--- src/rtl/lenc_pkg.sv ---
package lenc_pkg;

    localparam int LEN_W   = 16;
    localparam int IMM_W   = 8;
    localparam int HI_W    = LEN_W - IMM_W;
    localparam int IDX_W   = $clog2(HI_W);
    localparam int ENTRY_W = 20;

    // entry field positions, decoded by the sequencer downstream
    localparam int POS_DATA  = 8;
    localparam int POS_EXP   = 9;
    localparam int POS_LANES = 10;
    localparam int POS_CS    = 12;
    localparam int POS_BUS   = 14;
    localparam int POS_TX    = 16;
    localparam int POS_RX    = 17;

    typedef struct packed {
        logic [1:0] bus;
        logic [1:0] cs;
        logic [1:0] lanes;
        logic       tx;
        logic       rx;
    } lenc_tmpl_t;

    typedef enum logic [1:0] {
        KIND_EXP = 2'd0,
        KIND_IMM = 2'd1,
        KIND_PAD = 2'd2
    } lenc_kind_t;

    function automatic logic [ENTRY_W-1:0] build_entry(
        input lenc_tmpl_t       t,
        input logic             is_exp,
        input logic [IMM_W-1:0] imm
    );
        logic [ENTRY_W-1:0] e;
        e                          = '0;
        e[IMM_W-1:0]               = imm;
        e[POS_DATA]                = 1'b1;
        e[POS_EXP]                 = is_exp;
        e[POS_LANES+1:POS_LANES]   = t.lanes;
        e[POS_CS+1:POS_CS]         = t.cs;
        e[POS_BUS+1:POS_BUS]       = t.bus;
        e[POS_TX]                  = t.tx;
        e[POS_RX]                  = t.rx;
        return e;
    endfunction

endpackage

--- src/rtl/lenc_lowbit.sv ---
module lenc_lowbit #(
    parameter int W   = 8,
    parameter int IW  = $clog2(W)
) (
    input  logic [W-1:0]  vec,
    output logic [W-1:0]  onehot,
    output logic [IW-1:0] idx
);
    logic [W:0] below;

    assign below[0] = 1'b0;

    genvar i;
    generate
        for (i = 0; i < W; i++) begin : g_chain
            assign below[i+1] = below[i] | vec[i];
            assign onehot[i]  = vec[i] & ~below[i];
        end
    endgenerate

    always_comb begin
        idx = '0;
        for (int k = 0; k < W; k++) begin
            if (onehot[k]) idx = idx | IW'(k);
        end
    end
endmodule

--- src/rtl/lenc_fmt.sv ---
module lenc_fmt
    import lenc_pkg::*;
(
    input  lenc_tmpl_t         tmpl,
    input  lenc_kind_t         kind,
    input  logic [IDX_W-1:0]   exp_idx,
    input  logic [IMM_W-1:0]   low,
    output logic [ENTRY_W-1:0] entry
);
    logic [IMM_W-1:0] exp_imm;

    assign exp_imm = IMM_W'(IMM_W) + IMM_W'(exp_idx);

    always_comb begin
        unique case (kind)
            KIND_EXP: entry = build_entry(tmpl, 1'b1, exp_imm);
            KIND_IMM: entry = build_entry(tmpl, 1'b0, low);
            default:  entry = '0;
        endcase
    end
endmodule

--- src/rtl/xfer_len_encoder.sv ---
module xfer_len_encoder
    import lenc_pkg::*;
(
    input  logic               clk,
    input  logic               rst,
    input  logic               in_valid,
    output logic               in_ready,
    input  logic [LEN_W-1:0]   in_len,
    input  logic [1:0]         in_cs,
    input  logic [1:0]         in_bus,
    input  logic [1:0]         in_lanes,
    input  logic               in_tx,
    input  logic               in_rx,
    input  logic               in_trail,
    output logic               out_valid,
    input  logic               out_ready,
    output logic [ENTRY_W-1:0] out_entry
);
    logic [HI_W-1:0]  hi_rem_q;
    logic [IMM_W-1:0] low_q;
    logic             low_pend_q;
    logic             pad_pend_q;
    lenc_tmpl_t       tmpl_q;

    logic [HI_W-1:0]  pick_onehot;
    logic [IDX_W-1:0] pick_idx;
    lenc_kind_t       kind;
    logic             busy;
    logic             fire_in;
    logic             fire_out;

    lenc_lowbit #(.W(HI_W), .IW(IDX_W)) u_pick (
        .vec    (hi_rem_q),
        .onehot (pick_onehot),
        .idx    (pick_idx)
    );

    always_comb begin
        if (|hi_rem_q)      kind = KIND_EXP;
        else if (low_pend_q) kind = KIND_IMM;
        else                 kind = KIND_PAD;
    end

    lenc_fmt u_fmt (
        .tmpl    (tmpl_q),
        .kind    (kind),
        .exp_idx (pick_idx),
        .low     (low_q),
        .entry   (out_entry)
    );

    assign busy      = (|hi_rem_q) | low_pend_q | pad_pend_q;
    assign in_ready  = ~busy;
    assign out_valid = busy;
    assign fire_in   = in_valid & in_ready;
    assign fire_out  = out_valid & out_ready;

    always_ff @(posedge clk) begin
        if (rst) begin
            hi_rem_q   <= '0;
            low_q      <= '0;
            low_pend_q <= 1'b0;
            pad_pend_q <= 1'b0;
            tmpl_q     <= '0;
        end else if (fire_in) begin
            hi_rem_q   <= in_len[LEN_W-1:IMM_W];
            low_q      <= in_len[IMM_W-1:0];
            low_pend_q <= |in_len[IMM_W-1:0];
            pad_pend_q <= in_trail;
            tmpl_q     <= '{bus: in_bus, cs: in_cs, lanes: in_lanes,
                            tx: in_tx, rx: in_rx};
        end else if (fire_out) begin
            unique case (kind)
                KIND_EXP: hi_rem_q   <= hi_rem_q & ~pick_onehot;
                KIND_IMM: low_pend_q <= 1'b0;
                default:  pad_pend_q <= 1'b0;
            endcase
        end
    end
endmodule

--- config.mk ---
export PLATFORM = sky130hd
export DESIGN_NAME = xfer_len_encoder
export DESIGN_NICKNAME = d
export VERILOG_FILES = /design/src/rtl/lenc_pkg.sv /design/src/rtl/lenc_lowbit.sv /design/src/rtl/lenc_fmt.sv /design/src/rtl/xfer_len_encoder.sv
export SDC_FILE = /design/constraint.sdc
export NUM_CORES = 1
export LEC_CHECK = 0
export BUFFER_PORTS_ARGS = -buffer_cell sky130_fd_sc_hd__buf_2
export CORE_UTILIZATION = 50
export DETAILED_ROUTE_END_ITERATION = 6
export PLACE_DENSITY = 0.79
export SLEW_MARGIN = 20
export SYNTH_ARGS = -nofsm -noshare
export SYNTH_HDL_FRONTEND = slang
export SYNTH_SLANG_ARGS = --single-unit
--- constraint.sdc ---
create_clock -name clk -period 3.7 [get_ports clk]
set_clock_uncertainty 0.15 [all_clocks]
set_input_delay 0.37 -clock clk [delete_from_list [all_inputs] [get_ports clk]]
set_output_delay 0.37 -clock clk [all_outputs]
set_load 0.005 [all_outputs]
---- Word-level counts from Yosys, hierarchy flattened ----
Cells that the tools add are included.
storage, ports and cells
  word-level logic and storage cells ...... 68
  input port bits ......................... 29
  register bits after elaboration ......... 26
  output and inout port bits .............. 22
cells by class
  reduce and logical (&&, ||, !) cells .... 10
  add/subtract/negate cells ............... 1
  bitwise gates (word level) .............. 27
  equality and inequality tests ........... 2
  muxes and demuxes ....................... 19
operators with widths
  cell                                                  count
  one-hot mux 18 bit (2 select lines)                   1
  two-way mux 8 bit                                     3
  OR reduction 8 bit                                    2
  two-way mux 3 bit                                     4
  bitwise AND 1 bit                                     9
  bitwise AND 8 bit                                     1
  two-way mux 2 bit                                     4
  NOT 1 bit                                             8
  NOT 8 bit                                             1
  OR 1 bit                                              8
  two-way mux 1 bit                                     7
  AND reduction 2 bit                                   3
  nonzero test 2 bit                                    3
  adder 4 x 3 -> 5 bit (first input constant)           1
  equality test 2 x 1 -> 1 bit (second input constant)  1
  logical NOT 2 bit                                     1
  != test 2 x 1 -> 1 bit (second input constant)        1
  OR reduction 2 bit                                    1

---- Longest topological paths before layout ----
  word-level depth ........................ 13
  gate-level depth with buffers ........... 7
  gate-level depth less buffers ........... 5

---- By module ----
From an unflattened synthesis, not the netlist that was laid out.
second synthesis, totals
  cell total of the unflattened synthesis .. 193
  area, all modules ....................... 1632.8 um^2
by module, submodules not included
  module            seq. area each (um^2)  cells each  area each (um^2)  instances
  xfer_len_encoder  520.5                  145         1305.0            1
  lenc_fmt          0.0                    28          185.2             1
  lenc_lowbit       0.0                    20          142.6             1

---- Least setup slack after synthesis ----
No wires, ideal clock.
  path type ............................... register to output
  start ................................... register hi_rem_q[0]
  end ..................................... output port out_entry[10]
  path buffers ............................ 1
  data required time ...................... 3180 ps
  data arrival time ....................... 1453 ps
  setup slack ............................. 1727 ps
  stages on the path, launching flop included .. 6
  cell sequence ........................... dfxtp_1 -> or4_4 -> nor3_4 -> inv_2 -> buf_6 -> and2_1
between the ends
  word-level cells in the longest chain between the ends .. 4
  elaborated cells on any way between the ends .. 5
  classes of those cells .................. eq/ne (1); mux (2); reduce/logical (2)
ends and longest elaborated chain
  item                                                               line                    text
  start, declared                                                    xfer_len_encoder.sv:19  logic [HI_W-1:0] hi_rem_q;
  start signal, assigned                                             xfer_len_encoder.sv:66  hi_rem_q <= in_len[LEN_W-1:IMM_W];
  start signal, assigned                                             xfer_len_encoder.sv:74  KIND_EXP: hi_rem_q <= hi_rem_q & ~pick_onehot;
  OR reduction 8 bit *                                               xfer_len_encoder.sv:39  if (|hi_rem_q) kind = KIND_EXP;
  two-way mux 2 bit *                                                xfer_len_encoder.sv:39
  equality test 2 x 1 -> 1 bit or logical NOT 2 bit (tied branches)  lenc_fmt.sv:15          unique case (kind)
  one-hot mux 18 bit (2 select lines) *                              lenc_fmt.sv:15
  end, declared                                                      xfer_len_encoder.sv:17  output logic [ENTRY_W-1:0] out_entry
Mark *: on every way between the ends. The rest lies on a longest branch, timed or not.

---- Final worst setup path ----
  start ................................... register hi_rem_q[0]
  end ..................................... output port out_entry[11]
Same word-level chain as after synthesis.

==> metrics.txt <==
Slew Limit Fails=0; Synth Area in Compound Gates=0.167; metal3 WL=191 um; Distinct cells, synth=35; cell family with most CP delay=simple AND/OR/NAND/NOR gates; Crit Path Max Fanout=11; total gr overflow=0; Max-Slew Margin vs Limit=0.424; status=finished, final reports clean; dpl hpwl=between 2000 and 2500 um; Max-cap violations=0; crit path buf inv count=2; largest family of logic cells by synthesized area=simple AND/OR/NAND/NOR gates; XOR/XNOR Fraction of Synth Area=0; Syn Std Cell Area=1260 um^2; Clock Sinks=26; vias in the first global route=roughly 1100; Critical Path End Type=output pin; effective utilization at floorplan=0.548; WL final=just under 3000 um; f_max=400 MHz; Pre-antenna DRT Iters=4; fraction of layout cells with a size suffix above 1=0.294; worst hold path type=in2reg; setup_tns=0 ps; die footprint=2720 um^2; average vias per placed instance=5.49; GR Util All Layers=0.232; post-CTS setup buffer count=0; area delta synth->final=20.9%; simple-gate share of the synthesized area=0.336; static leakage=roughly 0.7 nW; nets@finish=approximately 230; hold buffer count at cts=0; Req. time, crit path=about 3200 ps; die width=52.2 um; fraction of registers with async set/reset=0; register area share after synthesis=0.414; post-cts sizing count=0; first-pass GRT wire length=4730 um; crit-path cells=or4_4, nor3_4, inv_2, and2_1, buf_2; CTS tree=yes; top sig layer=met4; # setup viols final=0; actual slew at the worst max-slew pin=864 ps; Final Critical Period=2500 ps; largest stage delay on the critical path=around 600 ps; Post-synth EDFFs=0; Iter 0 DRT Violations=55; RSZ-0062 raised after global routing=no; WL per Instance=between 10 and 15 um; mux share of post-synthesis cell area=0.00795; largest net degree at the start of global routing=27; initial antenna violation count=0; crit start category=register; total number of H-tree levels=1; WP data arrival=between 1500 and 2000 ps; Tot Pwr=roughly 1.4 mW; Core Area=around 2300 um^2; metal2 WL=1430 um; Die Y=between 50 and 60 um; fillers=210; row cnt=17; Reg clk slew, reported paths=roughly 140 ps; Post-synth top flop=dfxtp_1; Vias=between 1000 and 1500; placed cell area=roughly 1500 um^2; Slowest-stage cell, CP=or4_4; Root Buffer=clkbuf_4; Setup Crit Path Kind=reg2out; met1 WL=approximately 1300 um; routability cong.=roughly 0.87; Mapped Cells=about 160; Max VDD drop=just over 0.7 mV; Power Density=between 900 and 1000 nW/um^2; Synth Warn #=0; drc violations=0; Post-Syn Area per Cell=slightly below 8 um^2; Synth Area in Adders=0; Clock Path Buffers=2; antenna-violating nets left=0; #FFs+latches synth=26; clock latency on the worst-skew pair=about 330 ps; ant diodes=0; CTS Buf Count=3; Hold Vio Cnt, Final=0; I/O Buffers=48; crit share post-route=0.676; I/O pins=51; post-route cell area=~1500 um^2
placed cells by master, fill, tap and decap left out, types with 2 or more instances in the layout:
cell type  Yosys  final
inv_1          4      4
o21ai_0        3      3
inv_2          2      2
or4_4          2      2
conb_1         1      2
nor3_1         3      3
and2_1         8      8
dfxtp_1       26     26
a22oi_1        4      4
buf_2          1     48
and3_1         5      5
a21oi_1       25     25
nand2_1       42     42
nor4_1         2      2
nand3_1        2      2
nor2_1         7      7
clkbuf_4       0      3
Yosys cell counts, types with 2 or more instances:
library cell | number | area share
buf_4 | 4 | 0.024
a21oi_1 | 25 | 0.099
and2_1 | 8 | 0.040
nor2_1 | 7 | 0.021
nor4_1 | 2 | 0.0099
nand3_1 | 2 | 0.0080
inv_1 | 4 | 0.012
and3_1 | 5 | 0.025
o21ai_0 | 3 | 0.012
nor3_1 | 3 | 0.012
a22oi_1 | 4 | 0.024
inv_2 | 2 | 0.0060
nand2_1 | 42 | 0.13
dfxtp_1 | 26 | 0.41
clkbuf_1 | 5 | 0.015
or4_4 | 2 | 0.018
where the power goes:
group	switching, mW	total, mW	internal, mW	leakage, nW
sequential	0.0945	0.463	0.369	0.212
combinational	0.418	0.731	0.313	0.450
clock	0.0841	0.194	0.110	0.0279
total	0.597	1.39	0.791	0.691
kinds of logic (layout without fill, tap and decap cells):
| family | count (synthesis) | count (layout) |
|---|---|---|
| buffers and inverters | 18 | 58 |
| multiplexers | 1 | 1 |
| AND/OR/NAND/NOR | 80 | 80 |
| AO/OA/AOI/OAI | 37 | 37 |
| other | 1 | 2 |
| flip-flops | 26 | 26 |
metal layers:
layer | vias to the layer above | track usage
li1 | 635 | -
met1 | 588 | 0.283
met2 | 48 | 0.417
met3 | 2 | 0.0609
met4 | 0 | 0.0263
met5 | - | 0
final timing paths:
path	startpoint	endpoint	slack, ps	depth (start not counted)
setup / recovery	hi_rem_q[0]	out_entry[11]	1200	5
hold / removal	in_lanes[1]	tmpl_q[3]	110	3
setup reg to reg	hi_rem_q[0]	low_pend_q	1520	4
hold reg to reg	tmpl_q[6]	tmpl_q[6]	310	2
area by class of cell:
class,count,area (um^2),share of cell area
tap,28,35.0,0.0230
clock inverter,1,30.0,0.0197
inverter,6,22.5,0.0148
sequential,26,520,0.342
timing repair buffer,48,240,0.158
multi-input combinational,120,651,0.428
clock buffer,3,22.5,0.0148
flip-flops by register name, indices dropped and copies added (netlist names):
| register | count |
|---|---|
| low_pend_q | 1 |
| hi_rem_q | 8 |
| low_q | 8 |
| pad_pend_q | 1 |
| tmpl_q | 8 |
metrics by stage:
stage | instances | hold WS, ps | util | worst slack [ps]
after floorplan | 164 | 282 | - | 1730
after CTS | 232 | 113 | 0.662 | 1190
after global routing | 232 | 110 | 0.662 | 1100
after global placement | 228 | 287 | 0.639 | 1610
after detailed placement | 228 | 292 | 0.639 | 1570
final | 232 | 109 | 0.662 | 1200
worst register-to-register path, cell delays in order (launching register included):
cell	delay (ps)
dfxtp_1	390
nor4_2	460
and3_1	810
a22oi_1	210
nor2_1	120
Note: power is estimated with default switching activity, not from simulation.
